<file path="src/rtl/abp_pkg.sv">
package abp_pkg;
  // Synchronised view of the control pins, already decoded to active-high meaning.
  typedef struct packed {
    logic sel;
    logic wr_low;
    logic rd_low;
  } strobe_t;

  // Raw pin order inside the synchroniser vector: {sel_a_n, sel_b, wstb_n, rstb_n}
  localparam int PIN_W = 4;
  localparam logic [PIN_W-1:0] PIN_IDLE = 4'b1011;

  function automatic strobe_t decode_pins(input logic [PIN_W-1:0] p);
    strobe_t s;
    s.sel    = ~p[3] & p[2];
    s.wr_low = ~p[1];
    s.rd_low = ~p[0];
    return s;
  endfunction
endpackage

</file>
<file path="src/rtl/abp_sync.sv">
module abp_sync #(
  parameter int W = 4,
  parameter int STAGES = 2,
  parameter logic [W-1:0] RST_VAL = '0
) (
  input  logic         clk,
  input  logic         rst,
  input  logic [W-1:0] d,
  output logic [W-1:0] q
);
  logic [W-1:0] chain [STAGES];

  for (genvar i = 0; i < STAGES; i++) begin : g_stage
    if (i == 0) begin : g_first
      always_ff @(posedge clk) begin
        if (rst) chain[i] <= RST_VAL;
        else     chain[i] <= d;
      end
    end else begin : g_next
      always_ff @(posedge clk) begin
        if (rst) chain[i] <= RST_VAL;
        else     chain[i] <= chain[i-1];
      end
    end
  end

  assign q = chain[STAGES-1];
endmodule

</file>
<file path="src/rtl/abp_strobe_ctl.sv">
module abp_strobe_ctl
  import abp_pkg::*;
(
  input  logic    clk,
  input  logic    rst,
  input  strobe_t s,
  output logic    wr_fall,
  output logic    rd_status
);
  logic wr_low_q;

  always_ff @(posedge clk) begin
    if (rst) wr_low_q <= 1'b0;
    else     wr_low_q <= s.wr_low;
  end

  // A write edge is seen once per pulse, and only while the port is selected.
  assign wr_fall   = s.sel & s.wr_low & ~wr_low_q;
  // The write strobe wins over the read strobe.
  assign rd_status = s.sel & s.rd_low & ~s.wr_low;

  a_r2_one_per_pulse: assert property (@(posedge clk) disable iff (rst)
    wr_fall |=> !wr_fall);
endmodule

</file>
<file path="src/rtl/abp_holdbuf.sv">
module abp_holdbuf #(
  parameter int DW = 8
) (
  input  logic          clk,
  input  logic          rst,
  input  logic          load,
  input  logic [DW-1:0] din,
  input  logic          m_ready,
  output logic          m_valid,
  output logic [DW-1:0] m_data,
  output logic          overrun
);
  logic          full_q;
  logic [DW-1:0] byte_q;
  logic          ovr_q;

  always_ff @(posedge clk) begin
    if (rst) begin
      full_q <= 1'b0;
      byte_q <= '0;
      ovr_q  <= 1'b0;
    end else begin
      if (full_q && m_ready) full_q <= 1'b0;
      if (load) begin
        if (!full_q) begin
          full_q <= 1'b1;
          byte_q <= din;
        end else begin
          ovr_q <= 1'b1;
        end
      end
    end
  end

  assign m_valid = full_q;
  assign m_data  = byte_q;
  assign overrun = ovr_q;

  a_r2_capture: assert property (@(posedge clk) disable iff (rst)
    (load && !m_valid) |=> (m_valid && m_data == $past(din)));
  a_r3_hold: assert property (@(posedge clk) disable iff (rst)
    (m_valid && !m_ready) |=> (m_valid && $stable(m_data)));
  a_r3_release: assert property (@(posedge clk) disable iff (rst)
    (m_valid && m_ready) |=> !m_valid);
  a_r6_sticky: assert property (@(posedge clk) disable iff (rst)
    overrun |=> overrun);
  a_r6_drop: assert property (@(posedge clk) disable iff (rst)
    (load && m_valid) |=> (overrun && m_data == $past(m_data)));
endmodule

</file>
<file path="src/rtl/abp_status_drv.sv">
module abp_status_drv #(
  parameter int DW = 8
) (
  input  logic          clk,
  input  logic          rst,
  input  logic          rd_status,
  input  logic          ready_flag,
  output logic [DW-1:0] dout,
  output logic [DW-1:0] oe
);
  logic drive_q;

  always_ff @(posedge clk) begin
    if (rst) drive_q <= 1'b0;
    else     drive_q <= rd_status;
  end

  assign dout = {ready_flag, {(DW-1){1'b0}}};
  assign oe   = {drive_q, {(DW-1){1'b0}}};
endmodule

</file>
<file path="src/rtl/async_byte_port.sv">
module async_byte_port
  import abp_pkg::*;
#(
  parameter int DW = 8,
  parameter int SYNC_STAGES = 2
) (
  input  logic          clk,
  input  logic          rst,
  input  logic          sel_a_n,
  input  logic          sel_b,
  input  logic          wstb_n,
  input  logic          rstb_n,
  input  logic [DW-1:0] pad_din,
  output logic [DW-1:0] pad_dout,
  output logic [DW-1:0] pad_oe,
  output logic          m_valid,
  input  logic          m_ready,
  output logic [DW-1:0] m_data,
  output logic          overrun
);
  logic [PIN_W-1:0] pins_s;
  strobe_t          strb;
  logic             wr_fall;
  logic             rd_status;

  abp_sync #(.W(PIN_W), .STAGES(SYNC_STAGES), .RST_VAL(PIN_IDLE)) u_sync (
    .clk(clk), .rst(rst),
    .d({sel_a_n, sel_b, wstb_n, rstb_n}),
    .q(pins_s)
  );

  assign strb = decode_pins(pins_s);

  abp_strobe_ctl u_ctl (
    .clk(clk), .rst(rst), .s(strb),
    .wr_fall(wr_fall), .rd_status(rd_status)
  );

  abp_holdbuf #(.DW(DW)) u_buf (
    .clk(clk), .rst(rst), .load(wr_fall), .din(pad_din),
    .m_ready(m_ready), .m_valid(m_valid), .m_data(m_data), .overrun(overrun)
  );

  abp_status_drv #(.DW(DW)) u_drv (
    .clk(clk), .rst(rst), .rd_status(rd_status), .ready_flag(~m_valid),
    .dout(pad_dout), .oe(pad_oe)
  );

  a_r4_status_value: assert property (@(posedge clk) disable iff (rst)
    pad_oe[DW-1] |-> (pad_dout[DW-1] == !m_valid));
  a_r5_write_priority: assert property (@(posedge clk) disable iff (rst)
    strb.wr_low |=> (pad_oe == '0));
  a_r1_deselect: assert property (@(posedge clk) disable iff (rst)
    !strb.sel |=> (pad_oe == '0));
endmodule

</file>
<file path="config.mk">
export PLATFORM = sky130hd
export DESIGN_NAME = async_byte_port
export DESIGN_NICKNAME = d
export VERILOG_FILES = /design/src/rtl/abp_pkg.sv /design/src/rtl/abp_sync.sv /design/src/rtl/abp_strobe_ctl.sv /design/src/rtl/abp_holdbuf.sv /design/src/rtl/abp_status_drv.sv /design/src/rtl/async_byte_port.sv
export SDC_FILE = /design/constraint.sdc
export NUM_CORES = 1
export LEC_CHECK = 0
export BUFFER_PORTS_ARGS = -buffer_cell sky130_fd_sc_hd__buf_4
export CAP_MARGIN = 20
export CORE_ASPECT_RATIO = 1.4
export CORE_MARGIN = 4
export CORE_UTILIZATION = 43
export DETAILED_ROUTE_END_ITERATION = 6
export MAX_ROUTING_LAYER = met4
export PLACE_DENSITY = 0.72
export SYNTH_ARGS = -nofsm -noshare
export SYNTH_HDL_FRONTEND = slang
export SYNTH_SLANG_ARGS = --single-unit
</file>
<file path="constraint.sdc">
create_clock -name clk -period 1.57 [get_ports clk]
set_input_delay 0.0785 -clock clk [delete_from_list [all_inputs] [get_ports clk]]
set_output_delay 0.0785 -clock clk [all_outputs]
set_load 0.05 [all_outputs]
</file>
== After elaboration in Yosys (flattened, before gate mapping) ==
Memories as Yosys holds them, arrays and structs flattened.
Index checks and enable logic that the tools add are counted.
Word-level totals
  register bits: 12
  bits in latches: 0
  RAM bits: 8
  memory bits (read-only): 0
  input port bits: 15
  output and inout port bits: 26
  word-level logic and storage cells: 29
  memories: 1
Memory list
  u_sync.chain: depth 2, width 4, read ports 2, clocked after memory_dff 0, wr ports 2, RTL line abp_sync.sv:11  | logic [W-1:0] chain [STAGES];
Operators by class
  $add $sub $neg: 0
  multiply operators: 0
  div/mod/pow operators: 0
  $lt $le $gt $ge: 0
  equal/unequal tests: 0
  shift operators: 0
  mux-type cells: 8
  bitwise logic cells: 12
  reductions and logical operators: 3
Operators with widths (number)
  4-bit 2-to-1 mux: 2
  1-bit 2-to-1 mux: 6
  1-bit bitwise AND: 5
  1-bit NOT: 5
  2-bit AND reduction: 2
  1-bit OR: 2
  1-bit logical AND: 1

== Longest topological paths before layout ==
An unclocked memory read counts as a cell.
  depth in word-level cells: 6
  gate-level depth with buffers: 4
  mapped depth without buffers: 3

== Cells and area by module ==
A second synthesis with hierarchy kept.
Second synthesis, totals
  cells, all modules: 85
  area total of the unflattened synthesis: 892.1 sq um
By module, submodules not included
  abp_holdbuf: instances 1, cells an instance 42, area an instance 455.4 sq um, sequential area each 200.2 sq um
  abp_sync: instances 1, cells an instance 16, area an instance 210.2 sq um, sequential area each 160.2 sq um
  abp_status_drv: instances 1, cells an instance 19, area an instance 157.7 sq um, sequential area each 20.0 sq um
  abp_strobe_ctl: instances 1, cells an instance 4, area an instance 43.8 sq um, sequential area each 20.0 sq um
  async_byte_port: instances 1, cells an instance 4, area an instance 25.0 sq um, sequential area each 0.0 sq um

== Least setup slack after synthesis ==
OpenSTA, ideal clock, no wires.
  path kind: register to register
  start point: register u_buf.full_q, in the netlist u_buf.m_valid
  end point: register u_buf.byte_q[1], in the netlist u_buf.m_data[1]
  arrival: 1.195 ns
  required time: 1.454 ns
  slack: 0.260 ns
  cell stages (with the launch flop): 5
  path buffers: 1
  period minus slack after synthesis: 1.310 ns
  path through: dfxtp_1 > inv_1 > and2_1 > buf_6 > a31o_1
Between the ends
  word-level cells in the longest chain between the ends: 2
RTL lines
  from (decl): RTL line abp_holdbuf.sv:13  | logic full_q;
  from (signal assigned): RTL line abp_holdbuf.sv:19  | full_q <= 1'b0;
  from (signal assigned): RTL line abp_holdbuf.sv:23  | if (full_q && m_ready) full_q <= 1'b0;
  from (signal assigned): RTL line abp_holdbuf.sv:26  | full_q <= 1'b1;
  1-bit NOT (no source line)
  2-bit AND reduction (no source line)
  to (signal assigned): RTL line abp_holdbuf.sv:27  | byte_q <= din;
  to (decl): RTL line abp_holdbuf.sv:14  | logic [DW-1:0] byte_q;
No other way between the ends.
A chain may end at the register's enable or synchronous reset.

==> reports/results.txt <==
Max Buffers Root-to-Sink - 2
GRT Residual Overflow - 0
Sequential power share - 54.2%
Mapped Area - 828 µm²
Starting DRC count in detailed routing - 5
Die ar. - 2700 µm²
Layout Skew - 14.0 ps
Unrepaired setup endpoints after global routing - no
Critical-path maximum fanout - 9
Area of the core - 1800 µm²
Routed vias/inst - 4.64
Crit path cell chain - nor4b_4 > and2_1 > o21ai_0
Final period utilization - 76.9%
Die span in y - 59.9 µm
Worst Setup Start Kind - flip-flop
Number of routed nets with antenna violations - 0
Combinational share of power - 15.1%
Fraction of registers with async set/reset - 0%
Final setup viols - 0
Nets - 136
Clock root buffer - clkbuf_4
Top_reg_cell synth - dfxtp_1
Clock transition at the registers of the reported paths - 120 ps
Max IR drop VDD - 0.603 mV
Clk pwr share - 30.8%
Overall routing resource usage - 12.7%
Layout area overhead - 34.7%
Sw Share - 26.4%
CP max stage delay - 360 ps
Syn Area/Cell - 9.86 µm²
Starting Density - 46.0%
Post-synth top area cell - dfxtp_1
Layout cell share with drive strength beyond 1 - 33.3%
I/O pins - 41
Initial antenna violation count - 0
Clk_lat worst skew - 310 ps
Hold Fails Final Rpt - 0
Critical path class - reg -> reg
Vias in the first global route - 588
Reg2Reg Depth - 3
Reg2reg start - u_sync.chain[1][1]
H-tree depth - 1
Vias - 650
Power Total - 964 µW
Clk sinks - 20
Yosys Warn Count - 0
Req. time, crit path - 1770 ps
Psw - 254 µW
R2r endpoint - u_buf.m_data[0]
Pwr dens - 863 nW/µm²
Hold path cells - 3
First-pass GRT wire length - 2.37 mm
DIE WIDTH - 45.1 µm
# port buffers - 26
Wire length per cell - 11.2 µm
Post-CTS Setup Bufs - 0
Max Fclk - 0.828 GHz
Cell internal pwr - 710 µW
Cell variety after synth - 20
Pin count of the biggest net entering global routing - 20
GPL Wtd Cong - 0.670
Total of max-cap violations - 0
Crit path DAT - 1410 ps
Setup tns final - 0 ps
WL final - 1.57 mm
Post-route DRC violation count - 0
Rows - 18
Hold path start - pad_din[0]
Post-layout min period - 1210 ps
Crit end category - flip-flop
Resized cells post-CTS - 0
Cells after Synth - 84
Post-synth EDFFs - 0
Drt pass-1 iters - 4
CTS Hold Buffers Added - 11
CTS Buf Count - 3
Hold Path Sink - u_buf.m_data[0]
CP max stage cell - dfxtp_1
Pins over their slew limit - 0
Static Leakage - 0.504 nW
Outcome - completed
Diodes inserted - 0
Hold Crit Class - in -> reg
Largest cells by area after synthesis - dfxtp_1 (48%), buf_4 (15%), a31o_1 (7.4%)
R2r setup slk - 360 ps
Hpwl dp - 1.09 mm
Seq/Total Area, Yosys - 48.3%
Synthesized flop and latch total - 20
Post-synth top area share - 48.3%
CTS tree - yes
area by class of cell:
cell class                      instances  area [µm²]
Tap cell                               20        25.0
Sequential cell                        20         400
Multi-Input combinational cell         55         327
Timing Repair Buffer                   39         320
Fill cell                             151         686
Clock buffer                            4        36.3
Inverter                                2        7.51
routing by layer:
layer	global-route usage, %	part of all wire, %	up-vias
li1	-	-	321
met1	12.3	37	295
met2	20.9	50	30
met3	3.31	10	4
met4	10.0	2.6	0
met5	-	0	-
worst max path at each step:
stage                                   from               to  slack [ps]  depth (start not counted)
after floorplan                u_buf.m_valid  u_buf.m_data[1]         260                          4
after global placement    u_sync.chain[1][1]  u_buf.m_data[0]         390                          3
after detailed placement  u_sync.chain[1][1]  u_buf.m_data[0]         370                          3
after CTS                 u_sync.chain[1][1]  u_buf.m_data[0]         360                          3
after global routing      u_sync.chain[1][1]  u_buf.m_data[0]         280                          3
final                     u_sync.chain[1][1]  u_buf.m_data[0]         360                          3
metrics by stage:
step                setup slack, ps  area, µm²  hold slack [ps]  utilization, %  instances
floorplan                       260        877              182               -         97
global placement                391        970              263            53.8        125
detailed placement              373        970              266            53.8        125
CTS                             358       1120            0.475            61.9        140
global route                    283       1120             26.3            61.9        140
finish                          362       1120             10.1            61.9        140
cell families after synthesis:
group	count (synthesis)	share of synthesized area, %
AND/OR/NAND/NOR	24	19.3
buffers and inverters	22	18.1
flip-flops	20	48.3
AO/OA/AOI/OAI	17	13.7
other	1	0.453
placed cells by master, fill, tap and decap left out:
master / instances
buf_4: 28
dfxtp_1: 20
conb_1: 14
dlygate4sd3_1: 11
a21oi_1: 8
nand2b_1: 7
a31o_1: 7
or2_2: 6
nor2_1: 4
clkbuf_4: 3
nor2b_1: 2
inv_1: 1
nor4b_4: 1
clkinv_1: 1
and2_1: 1
nand2_1: 1
nand4_1: 1
o21ai_0: 1
and4b_2: 1
o21a_1: 1
clkbuf_8: 1
Yosys cell counts, types with 2 or more instances:
| master | count |
|---|---|
| nor2_1 | 4 |
| nand2b_1 | 7 |
| clkbuf_1 | 3 |
| buf_4 | 16 |
| dfxtp_1 | 20 |
| a21oi_1 | 8 |
| a31o_1 | 7 |
| nor2b_1 | 2 |
| or2_2 | 6 |
power by group through the flow:
stage                     logic [mW]  registers (mW)  clock network (mW)
final                          0.145           0.522               0.297
after floorplan                0.120           0.534                   0
after global routing           0.153           0.523               0.324
after global placement         0.122           0.533                   0
after CTS                      0.145           0.522               0.307
after detailed placement       0.123           0.534                   0
registers in the layout (all words and copies together), names as in the netlist:
signal          cells
u_ctl.wr_low_q      1
u_sync.chain        8
u_buf.m_valid       1
u_drv.drive_q       1
u_buf.overrun       1
u_buf.m_data        8
critical path, delay by kind of cell (launching register included):
family	cells	cell delay [ps]
AOI/OAI and AO/OA	1	130
DFF	1	360
and+or+nand+nor	2	600
(Power assumes the default switching activity.)
